$ cat config.mk
export PLATFORM = sky130hd
export DESIGN_NAME = dbg_cmd_engine
export DESIGN_NICKNAME = d
export VERILOG_FILES = /design/src/rtl/dbg_cmd_pkg.sv /design/src/rtl/dbg_cmd_decode.sv /design/src/rtl/dbg_regfile.sv /design/src/rtl/dbg_halt_ctrl.sv /design/src/rtl/dbg_cmd_engine.sv
export SDC_FILE = /design/constraint.sdc
export NUM_CORES = 1
export LEC_CHECK = 0
export BUFFER_PORTS_ARGS = -buffer_cell sky130_fd_sc_hd__buf_2
export CORE_ASPECT_RATIO = 1.4
export CORE_UTILIZATION = 36
export CTS_CLUSTER_SIZE = 8
export DETAILED_ROUTE_END_ITERATION = 7
export SLEW_MARGIN = 20
export SYNTH_ARGS = -nofsm -noshare
export SYNTH_HDL_FRONTEND = slang
export SYNTH_SLANG_ARGS = --single-unit
$ cat constraint.sdc
create_clock -name clk_i -period 4.2 [get_ports clk_i]
set_input_delay 0.84 -clock clk_i [delete_from_list [all_inputs] [get_ports clk_i]]
set_output_delay 0.84 -clock clk_i [all_outputs]
set_load 0.1 [all_outputs]
$ cat src/rtl/dbg_cmd_pkg.sv
package dbg_cmd_pkg;
  localparam int BYTE_W = 8;
  localparam int WORD_W = 16;
  // opcode space caps breakpoints at 10 (0x15..0x1E), so 4 index bits suffice
  localparam int BP_IDX_W = 4;

  localparam logic [7:0] OP_RD_CTRL  = 8'h01;
  localparam logic [7:0] OP_RD_FLAGS = 8'h02;
  localparam logic [7:0] OP_RD_ADDR  = 8'h03;
  localparam logic [7:0] OP_RD_DATA  = 8'h04;
  localparam logic [7:0] OP_RD_BP0   = 8'h05;
  localparam logic [7:0] OP_WR_CTRL  = 8'h11;
  localparam logic [7:0] OP_WR_ADDR  = 8'h13;
  localparam logic [7:0] OP_WR_DATA  = 8'h14;
  localparam logic [7:0] OP_WR_BP0   = 8'h15;
  localparam logic [7:0] OP_HALT     = 8'h1F;

  typedef enum logic [2:0] {TGT_CTRL, TGT_FLAGS, TGT_ADDR, TGT_DATA, TGT_BP} tgt_e;
  typedef enum logic [1:0] {ACT_NOP, ACT_RD, ACT_WR, ACT_HALT} act_e;

  typedef struct packed {
    act_e                act;
    tgt_e                tgt;
    logic [BP_IDX_W-1:0] idx;
    logic                wide;
  } cmd_t;
endpackage

$ cat src/rtl/dbg_cmd_decode.sv
module dbg_cmd_decode
  import dbg_cmd_pkg::*;
#(
  parameter int NUM_BP = 6
) (
  input  logic [7:0] code_i,
  output cmd_t       cmd_o
);
  localparam logic [7:0] RD_BP_END = OP_RD_BP0 + 8'(NUM_BP);
  localparam logic [7:0] WR_BP_END = OP_WR_BP0 + 8'(NUM_BP);

  always_comb begin
    cmd_o = '{act: ACT_NOP, tgt: TGT_CTRL, idx: '0, wide: 1'b0};
    unique case (code_i)
      OP_RD_CTRL:  cmd_o = '{act: ACT_RD,   tgt: TGT_CTRL,  idx: '0, wide: 1'b0};
      OP_RD_FLAGS: cmd_o = '{act: ACT_RD,   tgt: TGT_FLAGS, idx: '0, wide: 1'b0};
      OP_RD_ADDR:  cmd_o = '{act: ACT_RD,   tgt: TGT_ADDR,  idx: '0, wide: 1'b1};
      OP_RD_DATA:  cmd_o = '{act: ACT_RD,   tgt: TGT_DATA,  idx: '0, wide: 1'b1};
      OP_WR_CTRL:  cmd_o = '{act: ACT_WR,   tgt: TGT_CTRL,  idx: '0, wide: 1'b0};
      OP_WR_ADDR:  cmd_o = '{act: ACT_WR,   tgt: TGT_ADDR,  idx: '0, wide: 1'b1};
      OP_WR_DATA:  cmd_o = '{act: ACT_WR,   tgt: TGT_DATA,  idx: '0, wide: 1'b1};
      OP_HALT:     cmd_o = '{act: ACT_HALT, tgt: TGT_CTRL,  idx: '0, wide: 1'b0};
      default: ;
    endcase
    if (code_i >= OP_RD_BP0 && code_i < RD_BP_END)
      cmd_o = '{act: ACT_RD, tgt: TGT_BP, idx: BP_IDX_W'(code_i - OP_RD_BP0), wide: 1'b1};
    if (code_i >= OP_WR_BP0 && code_i < WR_BP_END)
      cmd_o = '{act: ACT_WR, tgt: TGT_BP, idx: BP_IDX_W'(code_i - OP_WR_BP0), wide: 1'b1};
  end
endmodule

$ cat src/rtl/dbg_regfile.sv
module dbg_regfile
  import dbg_cmd_pkg::*;
#(
  parameter int NUM_BP = 6
) (
  input  logic                     clk_i,
  input  logic                     rst_ni,
  input  logic                     wr_en_i,
  input  tgt_e                     wr_tgt_i,
  input  logic [BP_IDX_W-1:0]      wr_idx_i,
  input  logic [WORD_W-1:0]        wr_val_i,
  input  tgt_e                     rd_tgt_i,
  input  logic [BP_IDX_W-1:0]      rd_idx_i,
  input  logic                     dbg_mode_i,
  output logic [WORD_W-1:0]        rd_val_o,
  output logic [BYTE_W-1:0]        ctrl_o,
  output logic [WORD_W-1:0]        addr_o,
  output logic [WORD_W-1:0]        data_o,
  output logic [NUM_BP*WORD_W-1:0] bp_o
);
  logic [BYTE_W-1:0] ctrl_q;
  logic [WORD_W-1:0] addr_q, data_q;
  logic [WORD_W-1:0] bp_q [NUM_BP];
  logic [WORD_W-1:0] bp_rd;

  always_ff @(posedge clk_i or negedge rst_ni) begin
    if (!rst_ni) begin
      ctrl_q <= '0;
      addr_q <= '0;
      data_q <= '0;
    end else if (wr_en_i) begin
      if (wr_tgt_i == TGT_CTRL) ctrl_q <= wr_val_i[BYTE_W-1:0];
      if (wr_tgt_i == TGT_ADDR) addr_q <= wr_val_i;
      if (wr_tgt_i == TGT_DATA) data_q <= wr_val_i;
    end
  end

  for (genvar g = 0; g < NUM_BP; g++) begin : g_bp
    always_ff @(posedge clk_i or negedge rst_ni) begin
      if (!rst_ni) bp_q[g] <= '0;
      else if (wr_en_i && wr_tgt_i == TGT_BP && wr_idx_i == BP_IDX_W'(g)) bp_q[g] <= wr_val_i;
    end
    assign bp_o[g*WORD_W +: WORD_W] = bp_q[g];
  end

  always_comb begin
    bp_rd = '0;
    for (int i = 0; i < NUM_BP; i++)
      if (rd_idx_i == BP_IDX_W'(i)) bp_rd = bp_q[i];
  end

  always_comb begin
    unique case (rd_tgt_i)
      TGT_CTRL:  rd_val_o = {{(WORD_W-BYTE_W){1'b0}}, ctrl_q};
      TGT_FLAGS: rd_val_o = {{(WORD_W-1){1'b0}}, dbg_mode_i};
      TGT_ADDR:  rd_val_o = addr_q;
      TGT_DATA:  rd_val_o = data_q;
      TGT_BP:    rd_val_o = bp_rd;
      default:   rd_val_o = '0;
    endcase
  end

  assign ctrl_o = ctrl_q;
  assign addr_o = addr_q;
  assign data_o = data_q;
endmodule

$ cat src/rtl/dbg_halt_ctrl.sv
module dbg_halt_ctrl (
  input  logic clk_i,
  input  logic rst_ni,
  input  logic halt_cmd_i,
  input  logic cpu_ack_i,
  output logic halt_req_o,
  output logic dbg_mode_o
);
  logic ack_hit;
  assign ack_hit = halt_req_o & cpu_ack_i;

  always_ff @(posedge clk_i or negedge rst_ni) begin
    if (!rst_ni) begin
      halt_req_o <= 1'b0;
      dbg_mode_o <= 1'b0;
    end else begin
      // acknowledge wins over a fresh command in the same clock
      if (ack_hit)         halt_req_o <= 1'b0;
      else if (halt_cmd_i) halt_req_o <= 1'b1;
      if (ack_hit)         dbg_mode_o <= 1'b1;
    end
  end
endmodule

$ cat src/rtl/dbg_cmd_engine.sv
module dbg_cmd_engine
  import dbg_cmd_pkg::*;
#(
  parameter int NUM_BP = 6
) (
  input  logic                     clk_i,
  input  logic                     rst_ni,
  input  logic                     host_valid_i,
  input  logic [7:0]               host_data_i,
  output logic [7:0]               host_data_o,
  input  logic                     cpu_ack_i,
  output logic                     halt_req_o,
  output logic                     debug_mode_o,
  output logic [7:0]               ctrl_o,
  output logic [15:0]              addr_o,
  output logic [15:0]              data_o,
  output logic [NUM_BP*16-1:0]     bp_o
);
  localparam int CNT_W = 2;

  cmd_t                cmd;
  logic                busy_q, busy_d, rd_q, rd_d, wide_q, wide_d;
  tgt_e                tgt_q, tgt_d, rd_tgt;
  logic [BP_IDX_W-1:0] idx_q, idx_d, rd_idx;
  logic [CNT_W-1:0]    cnt_q, cnt_d;
  logic [BYTE_W-1:0]   lo_q, lo_d, buf_q, buf_d;
  logic [WORD_W-1:0]   rd_val, wr_val;
  logic                wr_en, halt_cmd;

  dbg_cmd_decode #(.NUM_BP(NUM_BP)) u_decode (.code_i(host_data_i), .cmd_o(cmd));

  assign rd_tgt = busy_q ? tgt_q : cmd.tgt;
  assign rd_idx = busy_q ? idx_q : cmd.idx;
  assign wr_val = wide_q ? {host_data_i, lo_q} : {{(WORD_W-BYTE_W){1'b0}}, host_data_i};

  always_comb begin
    busy_d = busy_q; rd_d = rd_q; wide_d = wide_q; tgt_d = tgt_q; idx_d = idx_q;
    cnt_d = cnt_q; lo_d = lo_q; buf_d = buf_q;
    wr_en = 1'b0; halt_cmd = 1'b0;
    if (host_valid_i) begin
      buf_d = '0;
      if (!busy_q) begin
        tgt_d = cmd.tgt; idx_d = cmd.idx; wide_d = cmd.wide;
        cnt_d = cmd.wide ? CNT_W'(2) : CNT_W'(1);
        unique case (cmd.act)
          ACT_RD:   begin busy_d = 1'b1; rd_d = 1'b1; buf_d = rd_val[BYTE_W-1:0]; end
          ACT_WR:   begin busy_d = 1'b1; rd_d = 1'b0; end
          ACT_HALT: halt_cmd = 1'b1;
          default:  ;
        endcase
      end else begin
        cnt_d = cnt_q - CNT_W'(1);
        if (cnt_q == CNT_W'(1)) begin
          busy_d = 1'b0;
          wr_en  = !rd_q;
        end else if (rd_q) begin
          buf_d = rd_val[WORD_W-1:BYTE_W];
        end else begin
          lo_d = host_data_i;
        end
      end
    end
  end

  always_ff @(posedge clk_i or negedge rst_ni) begin
    if (!rst_ni) begin
      busy_q <= 1'b0; rd_q <= 1'b0; wide_q <= 1'b0; tgt_q <= TGT_CTRL;
      idx_q <= '0; cnt_q <= '0; lo_q <= '0; buf_q <= '0;
    end else begin
      busy_q <= busy_d; rd_q <= rd_d; wide_q <= wide_d; tgt_q <= tgt_d;
      idx_q <= idx_d; cnt_q <= cnt_d; lo_q <= lo_d; buf_q <= buf_d;
    end
  end

  dbg_regfile #(.NUM_BP(NUM_BP)) u_regs (
    .clk_i, .rst_ni,
    .wr_en_i(wr_en), .wr_tgt_i(tgt_q), .wr_idx_i(idx_q), .wr_val_i(wr_val),
    .rd_tgt_i(rd_tgt), .rd_idx_i(rd_idx), .dbg_mode_i(debug_mode_o),
    .rd_val_o(rd_val), .ctrl_o, .addr_o, .data_o, .bp_o
  );

  dbg_halt_ctrl u_halt (
    .clk_i, .rst_ni, .halt_cmd_i(halt_cmd), .cpu_ack_i,
    .halt_req_o, .dbg_mode_o(debug_mode_o)
  );

  assign host_data_o = buf_q;
endmodule

---- Word level (Yosys, flattened, before mapping) ----
Cells that the tools add are included.
operators by class
  $add $sub $neg .......................... 3
  $lt $le $gt $ge ......................... 4
  eq/ne operators ......................... 29
  mux-type cells .......................... 31
  bitwise operators ....................... 4
  reductions and logical operators ........ 23
operator list
  kind                                                                   count
  16-bit 2-to-1 mux                                                      7
  10-bit one-hot mux with 8 select lines                                 1
  16-bit one-hot mux with 5 select lines                                 1
  8-bit by 5-bit equality test with 1-bit output, second input constant  4
  8-bit 2-to-1 mux                                                       4
  10-bit 2-to-1 mux                                                      2
  4-bit by 2-bit equality test with 1-bit output, second input constant  4
  4-bit by 3-bit equality test with 1-bit output, second input constant  4
  8-bit by 2-bit equality test with 1-bit output, second input constant  2
  3-bit by 2-bit equality test with 1-bit output, second input constant  4
  1-bit 2-to-1 mux                                                       11
  1-bit logical AND                                                      9
  4-bit by 1-bit equality test with 1-bit output, second input constant  2
  8-bit by 1-bit equality test with 1-bit output, second input constant  1
  8-bit by 3-bit equality test with 1-bit output, second input constant  1
  8-bit by 3-bit >= comparator with 1-bit output, second input constant  1
  8-bit by 5-bit >= comparator with 1-bit output, second input constant  1
  4-bit logical NOT                                                      2
  8-bit by 4-bit < comparator with 1-bit output, second input constant   1
  8-bit by 5-bit < comparator with 1-bit output, second input constant   1
  2-bit AND reduction                                                    4
  4-bit by 3-bit subtractor with 4-bit output, second input constant     2
  3-bit equality test, second input constant                             2
  3-bit logical NOT                                                      2
  other kinds (15)                                                       21
storage, ports and cells
  bits in registers ....................... 166
  input port bits ......................... 12
  output and inout port bits .............. 146
  logic and storage cells ................. 113

---- Depth between registers and ports, before layout ----
  depth after elaboration ................. 16
  depth in mapped cells ................... 15
  gate-level depth less buffers ........... 14

---- By module ----
Synthesis repeated with hierarchy kept, for this count alone.
unflattened totals
  cell total of the unflattened synthesis .. 613
  area, all modules ....................... 8154.1 µm²
by module, submodules not included
  module          instances  cells an instance  area each (µm²)  sequential area each (µm²)
  dbg_regfile     1          448                6276.0           3403.3
  dbg_cmd_engine  1          115                1473.9           700.7
  dbg_cmd_decode  1          45                 332.8            0.0
  dbg_halt_ctrl   1          5                  71.3             50.0

---- Worst setup path after synthesis ----
OpenSTA, ideal clock, no wires.
  path kind ............................... input to register
  start ................................... input port host_data_i[0]
  end ..................................... register buf_q[1], in the netlist host_data_o[1]
  setup time .............................. 68 ps
  data arrival time ....................... 3313 ps
  data required time ...................... 4132 ps
  path slack .............................. 818 ps
  stages .................................. 15
  path buffers ............................ 1
  cells stage by stage .................... clkbuf_1 -> inv_1 -> ha_1 -> nor3b_2 -> a211oi_2 -> a31oi_1 -> o22a_1 -> inv_1 -> ha_1 -> nand3_1 -> a21oi_1 -> nand2b_1 -> o22ai_1 -> nor2_1 -> nand3_1
on the way
  word-level cells in the longest chain between the ends .. 16
  elaborated cells on any way between the ends .. 44
  those cells by class .................... 2 x add/sub; 4 x order compare; 18 x eq/ne; 16 x mux; 4 x reduce/logical
RTL lines
  element                                                                                                          RTL line              RTL
  start: declaration                                                                                               dbg_cmd_engine.sv:9   input logic [7:0] host_data_i,
  8-bit by 3-bit >= comparator with 1-bit output or 8-bit by 4-bit < comparator with 1-bit output (tied branches)  dbg_cmd_decode.sv:25  if (code_i >= OP_RD_BP0 && code_i < RD_BP_END)
  1-bit logical AND                                                                                                dbg_cmd_decode.sv:25
  10-bit 2-to-1 mux                                                                                                dbg_cmd_decode.sv:25
  10-bit 2-to-1 mux (*)                                                                                            dbg_cmd_decode.sv:27  if (code_i >= OP_WR_BP0 && code_i < WR_BP_END)
  4-bit 2-to-1 mux                                                                                                 n/a
  4-bit logical NOT                                                                                                dbg_regfile.sv:49     if (rd_idx_i == BP_IDX_W'(i)) bp_rd = bp_q[i];
  16-bit 2-to-1 mux (6 in a row)                                                                                   dbg_regfile.sv:49
  16-bit one-hot mux with 5 select lines                                                                           dbg_regfile.sv:53     unique case (rd_tgt_i)
  8-bit 2-to-1 mux                                                                                                 dbg_cmd_engine.sv:56  end else if (rd_q) begin
  8-bit 2-to-1 mux                                                                                                 dbg_cmd_engine.sv:53  if (cnt_q == CNT_W'(1)) begin
  8-bit 2-to-1 mux (*)                                                                                             dbg_cmd_engine.sv:42  if (!busy_q) begin
  end signal: assignment                                                                                           dbg_cmd_engine.sv:71  idx_q <= idx_d; cnt_q <= cnt_d; lo_q <= lo_d; buf_q <= buf_d;
  end: declaration                                                                                                 dbg_cmd_engine.sv:26  logic [BYTE_W-1:0] lo_q, lo_d, buf_q, buf_d;
Every way passes the cells marked *; elsewhere a longest branch is shown, timed or not.
A chain may end at the register's enable or synchronous reset.

---- Final worst setup path ----
  start ................................... input port host_data_i[0]
  end ..................................... register buf_q[5], in the netlist host_data_o[5]
The elaborated chain is that of the path after synthesis.

==> results by stage <==
Clocking:
- The total CTS buffers is 17.
- The maximum buffer depth of the clock tree is 2.
- The H-tree was split into 4 levels.
- After clock tree synthesis, the clock-pin slew on the worst setup and hold paths is 70 ps.
- The number of buffers added for setup after CTS is 0.
- The clock insertion delay at the later pin of the skew report is 430 ps.
- After clock tree synthesis, the repair step resized 0 gates.
- Counting every sink on the clock net gives 166.
- After clock tree synthesis, the flow added hold-fix buffers numbering 0.
- TritonCTS built the clock tree.
- The clock root buffer is clkbuf_16.

Setup path:
- The critical path startpoint category is an input port.
- The largest single stage delay on the critical path is 490 ps.
- For flop-to-flop paths, the worst setup slack is 1220 ps.
- The critical path in this run is classified as input port to register.
- Along the worst path, the maximum fanout reaches 10.
- The worst setup path is captured at a register.
- The buffer and inverter count on the worst path is 2.
- The arrival time at the worst endpoint is 3660 ps.
- The cell family contributing the most delay on the critical path is simple AND/OR/NAND/NOR gates.
- The slowest cell on the critical path is nor2_1.
- The destination of the worst register-to-register timing path is u_regs.bp_o[82]$_DFFE_PN0P_.
- The worst register-to-register path begins at cnt_q[1]$_DFFE_PN0P_.
- The critical path goes through buf_2 -> ha_1 -> or3b_1 -> a211oi_2 -> a31oi_1 -> o22a_1 -> inv_1 -> ha_1 -> nand3_1 -> nor2_1 -> o211ai_1 -> nand3_1.
- The worst-case reg-to-reg path depth is 8.
- At the worst endpoint, the required time is 4560 ps.

Synth:
- The library cell occupying the most area in the post-synthesis netlist is dfrtp_1.
- When the netlist entered floorplanning its net count stood at 851.
- The post-synthesis share of cell area spent on xor and xnor gates is 0.1116%.
- After Yosys synthesis, full adders, half adders and majority gates account for 1.276% of the synthesized area.
- The simple-gate portion of the synthesized area is 17.00%.
- The fraction of synthesized area in multiplexers is 6.667%.
- The number of flip-flops and latches in the synthesized netlist is 166.
- The cell count after synthesis is 831.
- By count the netlist is led by dfrtp_1 (166), nand2_1 (148), nor2_1 (92).
- Counting flops with a built-in enable in the synthesized netlist gives 0.
- The synthesized netlist devotes 17.85% of its cell area to compound gates.
- The mean cell area of the mapped netlist is 9.440 µm².
- Among all flip-flop cells after synthesis, the most frequent one is dfrtp_1.
- The share of flip-flops with an asynchronous set or reset after synthesis is 100.0%.
- By area, the combinational part of the netlist is dominated by compound AO/OA/AOI/OAI gates.
- Summed over its instances, the top area cell type makes up 52.95% of the synthesized netlist area.
- By area the synthesized netlist is led by dfrtp_1 (53%), nand2_1 (7.1%), a21oi_1 (5.5%), mux2i_1 (5.2%), nor2_1 (4.4%).
- After synthesis the cells add up to 7845 µm².
- The most numerous cell in the Yosys netlist is dfrtp_1.
- The count of distinct cell types in the synthesized netlist is 55.
- Of the synthesized area, sequential elements account for 52.95%.
- The Yosys warning count is 0.

Floorplanning:
- The count of boundary I/O pins is 158.
- From left edge to right edge, the die measures 126.8 µm.
- The full die area is 22390 µm².
- Once the floorplan was initialized, standard cells occupied 36.86% of the core.
- In this run the vertical extent of the chip is 176.7 µm.
- The number of standard-cell rows in the floorplan is 63.
- The area of the core is 21280 µm².

Power and ir drop:
- Dividing total power by cell area gives a power density of 432.5 nW/µm².
- After layout, the design draws a total of 4.083 mW.
- In this run the static leakage power is 4.713 nW.
- Across the VDD grid, the largest voltage drop is 0.0002451 V.

Min path:
- The worst hold path belongs to the class input port to async pin.

Global route:
- Global routing used 23.08% of the available tracks across all layers.
- The initial antenna violation count is 0.
- The total congestion overflow after global routing is 0.
- Entering global routing, the biggest net connects 95 pins.
- The via count of the first global-routing pass is 6358.
- The first global-routing pass estimated 38.07 mm of wire.

Layout:
- The area growth from synthesis to layout is 20.32%.
- The net count of the finished layout is 987.
- After filler insertion, the fill cell instance count of the layout stands at 2111.
- The post-route standard cell area excluding fillers is 9439 µm².
- The total inserted antenna cells is 0.
- In the final layout, the share of cells above drive strength 1 is 23.98%.

STA:
- In the post-route analysis, the smallest setup slack over all paths is 906.8 ps.
- The number of endpoints with negative hold slack in the final report is 0.
- The number of setup violations in the final report is 0.
- The pin slew with the least headroom to its limit is 1107 ps.
- Setup repair after global routing left no endpoint under its margin.
- In this run the tightest slew margin relative to its limit is 24.10%.
- The share of the cycle needed by the critical path after routing is 78.41%.
- The worst path needs 3293 ps of the cycle, external delays included.
- The count of pins over their slew limit came to 0.
- The total negative setup slack is 0 ps.
- On the final layout, the worst hold slack is 465.4 ps.
- Across the routed clock network, the largest skew measured is 9.704 ps.
- The maximum achievable frequency is 303.7 MHz.

Routing:
- The count of nets left with antenna violations once routing finished came out at 0.
- The detailed-route wire length is 25.06 mm.
- The final routed wire length divided by cell count is 20.21 µm.
- The number of remaining DRC errors is 0.
- The total iterations of the first detailed-routing run is 5.
- The per-cell via count in the routed design is 5.403.
- The detailed router finished its first iteration with 459 violations.
- The total number of vias is 6700.

Place:
- The placement-stage cell area is 8846 µm².
- The number of input and output port buffers inserted is 157.
- Summed over all nets, the half-perimeter wirelength after detailed placement is 18.71 mm.
- OpenSTA, run right after detailed placement, puts the worst setup slack at 490.3 ps.
- The placer's final routability congestion estimate is 0.9169.

Run:
- The max capacitance violation total is 0.

Run status:
- The flow ran to the end, and the final reports show no timing, DRC or antenna violations.
[worst max-delay path by stage]
stage | startpoint | end | slack [ps] | cells past startpoint
after floorplan | host_data_i[0] | host_data_o[1]$_DFFE_PN0P_ | 820 | 15
after global placement | host_data_i[0] | host_data_o[5]$_DFFE_PN0P_ | 540 | 12
after detailed placement | host_data_i[0] | host_data_o[1]$_DFFE_PN0P_ | 490 | 12
after CTS | host_data_i[0] | host_data_o[1]$_DFFE_PN0P_ | 940 | 12
after global routing | host_data_i[0] | host_data_o[5]$_DFFE_PN0P_ | 720 | 12
final | host_data_i[0] | host_data_o[5]$_DFFE_PN0P_ | 910 | 12
[where the power goes]
group	switching [mW]	internal, mW	leakage (nW)
Combinational	0.601	0.142	2.15
Clock	0.724	0.842	0.277
Sequential	0.0852	1.69	2.28
Total	1.41	2.67	4.71
[worst reg2reg max path: stages, from the launching register on]
cell	delay, ps
dfrtp_1	390
inv_1	60
ha_1	220
nand4b_1	230
or4_1	810
nor2_2	280
nand2_1	120
nor2_2	560
a21oi_1	150
[registers in the layout, summed over array words and instances (netlist names)]
| register | cells |
|---|---|
| u_halt.dbg_mode_o | 1 |
| cnt_q | 2 |
| busy_q | 1 |
| u_halt.halt_req_o | 1 |
| wide_q | 1 |
| u_regs.data_o | 16 |
| u_regs.bp_o | 96 |
| u_regs.ctrl_o | 8 |
| lo_q | 8 |
| host_data_o | 8 |
| tgt_q | 3 |
| rd_q | 1 |
| u_regs.addr_o | 16 |
| idx_q | 4 |
[cell usage in the layout, fill, tap and decap left out, types with 4 or more instances in the layout]
| cell | Yosys | final |
|---|---|---|
| o211ai_1 | 7 | 7 |
| clkbuf_16 | 0 | 17 |
| a2bb2oi_1 | 7 | 7 |
| mux2i_2 | 0 | 5 |
| nand2_1 | 148 | 148 |
| buf_4 | 7 | 11 |
| mux2_2 | 10 | 10 |
| a221o_1 | 15 | 15 |
| o21ai_0 | 65 | 65 |
| inv_1 | 16 | 16 |
| a21oi_1 | 86 | 86 |
| o21ai_1 | 15 | 15 |
| ha_1 | 8 | 8 |
| mux2i_1 | 41 | 36 |
| nand2b_1 | 7 | 7 |
| nor4_4 | 4 | 5 |
| dfrtp_1 | 166 | 166 |
| nor2_1 | 92 | 92 |
| buf_2 | 19 | 156 |
| clkinvlp_4 | 0 | 4 |
| o22ai_1 | 19 | 19 |
| inv_6 | 0 | 5 |
| nand3_1 | 23 | 23 |
[final cells by class]
class / instances / area (µm²) / area share (%)
inverter: 17 / 63.81 / 0.6760
clock buffer: 17 / 425.4 / 4.507
timing repair buffer: 169 / 894.6 / 9.478
multi-input combinational: 596 / 3412 / 36.15
clock inverter: 15 / 163.9 / 1.736
sequential: 166 / 4154 / 44.01
tap: 260 / 325.3 / 3.446
[kinds of logic after synthesis]
kind of cell / count (synthesis)
adders and majority gates: 8
muxes: 51
buffers and inverters: 69
xor gates and xnor gates: 1
AOI/OAI and AO/OA: 236
DFF: 166
and+or+nand+nor: 300
[layer usage]
| layer | wire length (µm) | part of all wire, % | global-route usage [%] | up-vias |
|---|---|---|---|---|
| met3 | 1557 | 6.2 | 5.532 | 42 |
| met4 | 785 | 3.1 | 10.12 | 0 |
| met1 | 10340 | 41 | 28.82 | 3231 |
| met2 | 12370 | 49 | 38.08 | 241 |
| met5 | 0 | 0 | 0 | - |
| li1 | - | - | - | 3186 |
[stage by stage]
stage          cells  utilization [%]
6_report        1240            44.35
5_1_grt         1240            44.35
4_1_cts         1240            44.33
3_5_place_dp    1208            41.56
3_3_place_gp    1208            41.43
2_1_floorplan    831                -
Note: power is estimated with default switching activity, not from simulation.
